$ cat src/rtl/cclk_pkg.sv
package cclk_pkg;

    typedef enum logic [1:0] {
        S_OFF  = 2'd0,
        S_LOW  = 2'd1,
        S_HIGH = 2'd2,
        S_PASS = 2'd3
    } cclk_state_e;

    localparam int SEL_W = 2;
    localparam logic [SEL_W-1:0] SEL_DIV8 = 2'b00;
    localparam logic [SEL_W-1:0] SEL_DIV1 = 2'b01;
    localparam logic [SEL_W-1:0] SEL_DIV4 = 2'b10;
    localparam logic [SEL_W-1:0] SEL_DIV2 = 2'b11;

    // last count index of one half period (half length minus one)
    function automatic logic [1:0] half_last(input logic [SEL_W-1:0] sel);
        logic [1:0] r;
        unique case (sel)
            SEL_DIV8: r = 2'd3;
            SEL_DIV4: r = 2'd1;
            SEL_DIV2: r = 2'd0;
            SEL_DIV1: r = 2'd0;
        endcase
        return r;
    endfunction

endpackage

$ cat src/rtl/cclk_divider.sv
module cclk_divider
    import cclk_pkg::*;
#(
    parameter int CNT_W = 2
) (
    input  logic             clk,
    input  logic             rst_n,
    input  logic             clk_en,
    input  logic [SEL_W-1:0] div_sel,
    output logic             div_q,
    output logic             pass_q
);

    cclk_state_e      state, next_state;
    logic [CNT_W-1:0] cnt, cnt_n;
    logic [SEL_W-1:0] code_q, code_n;
    logic [CNT_W-1:0] last;

    assign last = CNT_W'(half_last(code_q));

    // state register
    always_ff @(posedge clk or negedge rst_n) begin
        if (!rst_n) begin
            state  <= S_OFF;
            cnt    <= '0;
            code_q <= SEL_DIV8;
        end else begin
            state  <= next_state;
            cnt    <= cnt_n;
            code_q <= code_n;
        end
    end

    // next-state logic
    always_comb begin
        next_state = state;
        cnt_n      = cnt;
        code_n     = code_q;
        if (!clk_en) begin
            next_state = S_OFF;
            cnt_n      = '0;
        end else begin
            unique case (state)
                S_OFF: begin
                    code_n     = div_sel;
                    cnt_n      = '0;
                    next_state = (div_sel == SEL_DIV1) ? S_PASS : S_LOW;
                end
                S_LOW: begin
                    if (cnt == last) begin
                        cnt_n      = '0;
                        code_n     = div_sel;
                        next_state = (div_sel == SEL_DIV1) ? S_PASS : S_HIGH;
                    end else begin
                        cnt_n = cnt + 1'b1;
                    end
                end
                S_HIGH: begin
                    if (cnt == last) begin
                        cnt_n      = '0;
                        next_state = S_LOW;
                    end else begin
                        cnt_n = cnt + 1'b1;
                    end
                end
                S_PASS: begin
                    if (div_sel != SEL_DIV1) begin
                        code_n     = div_sel;
                        cnt_n      = '0;
                        next_state = S_LOW;
                    end
                end
            endcase
        end
    end

    // outputs
    always_comb begin
        div_q  = (state == S_HIGH);
        pass_q = (state == S_PASS);
    end

    // the half counter never runs past the half length
    a_r3_cnt_bound: assert property (@(posedge clk) disable iff (!rst_n)
        cnt <= last);

    // a high half can only begin at the end of a low half
    a_r3_high_after_low: assert property (@(posedge clk) disable iff (!rst_n)
        $rose(div_q) |-> $past(state) == S_LOW);

    // the code is never replaced while the output is high
    a_r8_code_hold_high: assert property (@(posedge clk) disable iff (!rst_n)
        state == S_HIGH |=> $stable(code_q));

    // dropping the enable parks the divider
    a_r9_en_off: assert property (@(posedge clk) disable iff (!rst_n)
        !clk_en |=> state == S_OFF);

endmodule

$ cat src/rtl/cclk_out_mux.sv
module cclk_out_mux (
    input  logic ref_clk,
    input  logic clk_en,
    input  logic sync_mode,
    input  logic strobe,
    input  logic div_q,
    input  logic pass_q,
    output logic card_clk,
    output logic ref_clk_out
);

    logic async_clk;

    always_comb begin
        async_clk   = pass_q ? ref_clk : div_q;
        card_clk    = clk_en & (sync_mode ? strobe : async_clk);
        ref_clk_out = ref_clk;
    end

endmodule

$ cat src/rtl/card_clk_gen.sv
module card_clk_gen
    import cclk_pkg::*;
#(
    parameter int CNT_W = 2
) (
    input  logic             ref_clk,
    input  logic             rst_n,
    input  logic             clk_en,
    input  logic [SEL_W-1:0] div_sel,
    input  logic             sync_mode,
    input  logic             strobe,
    output logic             card_clk,
    output logic             ref_clk_out
);

    logic div_q;
    logic pass_q;

    cclk_divider #(.CNT_W(CNT_W)) u_div (
        .clk     (ref_clk),
        .rst_n   (rst_n),
        .clk_en  (clk_en),
        .div_sel (div_sel),
        .div_q   (div_q),
        .pass_q  (pass_q)
    );

    cclk_out_mux u_mux (
        .ref_clk     (ref_clk),
        .clk_en      (clk_en),
        .sync_mode   (sync_mode),
        .strobe      (strobe),
        .div_q       (div_q),
        .pass_q      (pass_q),
        .card_clk    (card_clk),
        .ref_clk_out (ref_clk_out)
    );

    // no card clock while the sequencer withholds the enable
    a_r9_hold_low: assert property (@(posedge ref_clk) disable iff (!rst_n)
        !clk_en |-> !card_clk);

endmodule

$ cat config.mk
export PLATFORM = sky130hd
export DESIGN_NAME = card_clk_gen
export DESIGN_NICKNAME = d
export VERILOG_FILES = /design/src/rtl/cclk_pkg.sv /design/src/rtl/cclk_divider.sv /design/src/rtl/cclk_out_mux.sv /design/src/rtl/card_clk_gen.sv
export SDC_FILE = /design/constraint.sdc
export NUM_CORES = 1
export LEC_CHECK = 0
export BUFFER_PORTS_ARGS = -buffer_cell sky130_fd_sc_hd__buf_2
export CAP_MARGIN = 20
export CELL_PAD_IN_SITES_DETAIL_PLACEMENT = 0
export CELL_PAD_IN_SITES_GLOBAL_PLACEMENT = 1
export CORE_AREA = 2 2 39 41
export DETAILED_ROUTE_END_ITERATION = 8
export DIE_AREA = 0 0 41 43
export PLACE_DENSITY = 0.78
export SLEW_MARGIN = 20
export SYNTH_ARGS = -nofsm -noshare
export SYNTH_HDL_FRONTEND = slang
export SYNTH_SLANG_ARGS = --single-unit
$ cat constraint.sdc
create_clock -name ref_clk -period 1.9 [get_ports ref_clk]
set_input_delay 0.095 -clock ref_clk [delete_from_list [all_inputs] [get_ports ref_clk]]
set_output_delay 0.095 -clock ref_clk [all_outputs]
set_load 0.01 [all_outputs]
==> metrics <==
outcome finished clean; Initial Util 35.5%; Worst Setup Path Type clock port to primary output; Mapped Nets 65; CTS Hold Bufs 2; top routing layer used met4; met1 wire length 433 µm; share of layout cells above drive strength 1 25.4%; vias in the first global route 504; total I/O pin count 9; Post-Route Setup TNS 0 ns; die width 41 µm; CP Capture Type primary output; fin nets 83; drt first-iter violations 13; Worst-Skew Late Latency 0.34 ns; Die ar. 1760 µm²; worst-margin pin slew 0.352 ns; final setup violation count 0; startpoint types clock port; Reg clk slew, reported paths 0.04 ns; Final Hold Fails 0; DRT Pass-1 Iters 4; synthesized instance count 54; PortBufs 8; ys flop type dfrtp_1; Yosys warnings 0; Mapped Avg Cell Area 9.11 µm²; fraction of registers with async set/reset 100%; maxcap violations 0; Yosys reg bits 6; Area growth syn-to-layout 26.2%; largest net degree at the start of global routing 9; required time of the critical path 1.80 ns; Post-synth EDFFs 0; initial antenna violation count 0; Vias 463; synthesized area 492 µm²; Setup Buffers After CTS 0; Clock Skew 0.00115 ns; # resized after CTS 0; Slew HR 75.9%; CTS tree yes; GRT Util Overall 18.1%; Placer Congestion 0.806; sequential area share after synthesis 30.5%; CORE AREA 1380 µm²; Max FO, Critical Path 2; # DRC 0; VDD IR max 0.632 mV; RSZ-0062 raised after global routing no; post-route ant nets 0; Die Y 43 µm; Lkg Pwr 0.287 nW; pwr dens 1400 nW/µm²; first-pass GRT wire length 1.97 mm; vias per std cell 5.32; wire length on met3 37 µm; Row Count 14; Hold Path Class input port to flop; post-route cell area 621 µm²; DP HPWL 811 µm; Hold WS 0.0313 ns; Routed WL per cell 12.1 µm; total gr overflow 0; diode count 0; Final Max Slew Viols 0; FF-to-FF setup slack 0.28 ns; WP data arrival 1.66 ns; WL met2 551 µm; placement-stage cell area 544 µm²; post-synth cell types 27; final WL 1.06 mm
-- worst max-delay path, cell delays in order --
cell,delay [ns]
clkbuf_4,0.12
clkbuf_4,0.12
mux2i_1,0.11
o21ai_0,0.07
and2_1,0.15
buf_2,0.13
-- cells in the mapped netlist (2+ instances only) --
cell	count	share of area, %
a211o_1	2	3.6
a21boi_0	2	3.1
and2_1	2	2.5
dfrtp_1	6	31
ha_1	4	10
inv_1	4	3.1
mux2i_1	2	4.1
nand2_1	4	3.1
nand3_1	4	4.1
nand3b_1	2	3.1
nor2_1	2	1.5
nor2b_1	2	2.5
o21ai_0	4	4.1
-- metal layers --
layer | vias to the layer above | GRT usage, %
met4 | 0 | 22.0
li1 | 235 | -
met2 | 15 | 23.8
met1 | 209 | 19.5
met5 | - | 0
met3 | 4 | 5.76
-- registers in the layout (all words and copies together), names as in the netlist --
signal and flops:
u_div.cnt 2, u_div.state 2, u_div.code_q 2
-- through the flow --
stage	utilization, %	instances	setup WS (ns)	total power [W]
6_report	44.8	87	0.145	0.000867
5_1_grt	44.8	87	0.0499	0.000958
4_1_cts	44.8	87	0.115	0.000889
3_5_place_dp	39.3	77	0.276	0.000621
3_3_place_gp	39.3	77	0.303	0.000615
2_1_floorplan	-	54	0.351	0.000549
-- cell families after synthesis --
logic type / share of synthesized area [%]
compound gates: 22.6
flops: 30.5
buf+inv: 4.58
simple gates: 23.9
mux: 6.36
xor+xnor: 1.78
fa+ha+maj: 10.2
-- placed cells by master, fill, tap and decap left out, types with 2 or more instances in the layout --
cell           instances
buf_2                  8
clkbuf_4               7
dfrtp_1                6
inv_1                  4
nand2_1                4
o21ai_0                4
nand3_1                4
ha_1                   4
mux2i_1                2
and2_1                 2
nand3b_1               2
nor2b_1                2
a21boi_0               2
nor2_1                 2
a211o_1                2
dlygate4sd3_1          2
-- power by group --
group	switching (W)	total [W]	internal (W)
combinational	0.000166	0.000339	0.000173
clock	0.0000960	0.000291	0.000195
sequential	0.0000623	0.000237	0.000175
-- final cells by class --
cell class	count	area, µm²
Inverter	4	15.0
Multi-Input combinational cell	43	319
Timing Repair Buffer	8	50.0
Fill cell	139	763
Clock buffer	10	66.3
Tap cell	16	20.0
Sequential cell	6	150
-- final timing paths --
kind                                        startpoint                           to  cells past startpoint
min in group asynchronous                        rst_n     u_div.cnt[1]$_DFFE_PN0P_                      2
setup / recovery                               ref_clk                     card_clk                      6
setup reg to reg              u_div.cnt[1]$_DFFE_PN0P_  u_div.code_q[0]$_DFFE_PN0P_                      4
hold / removal                              div_sel[1]  u_div.code_q[1]$_DFFE_PN0P_                      3
max in group asynchronous                        rst_n   u_div.state[0]$_DFFE_PN0P_                      2
hold reg to reg            u_div.code_q[1]$_DFFE_PN0P_  u_div.code_q[1]$_DFFE_PN0P_                      2
No activity file was read; power rests on OpenSTA's default activity.
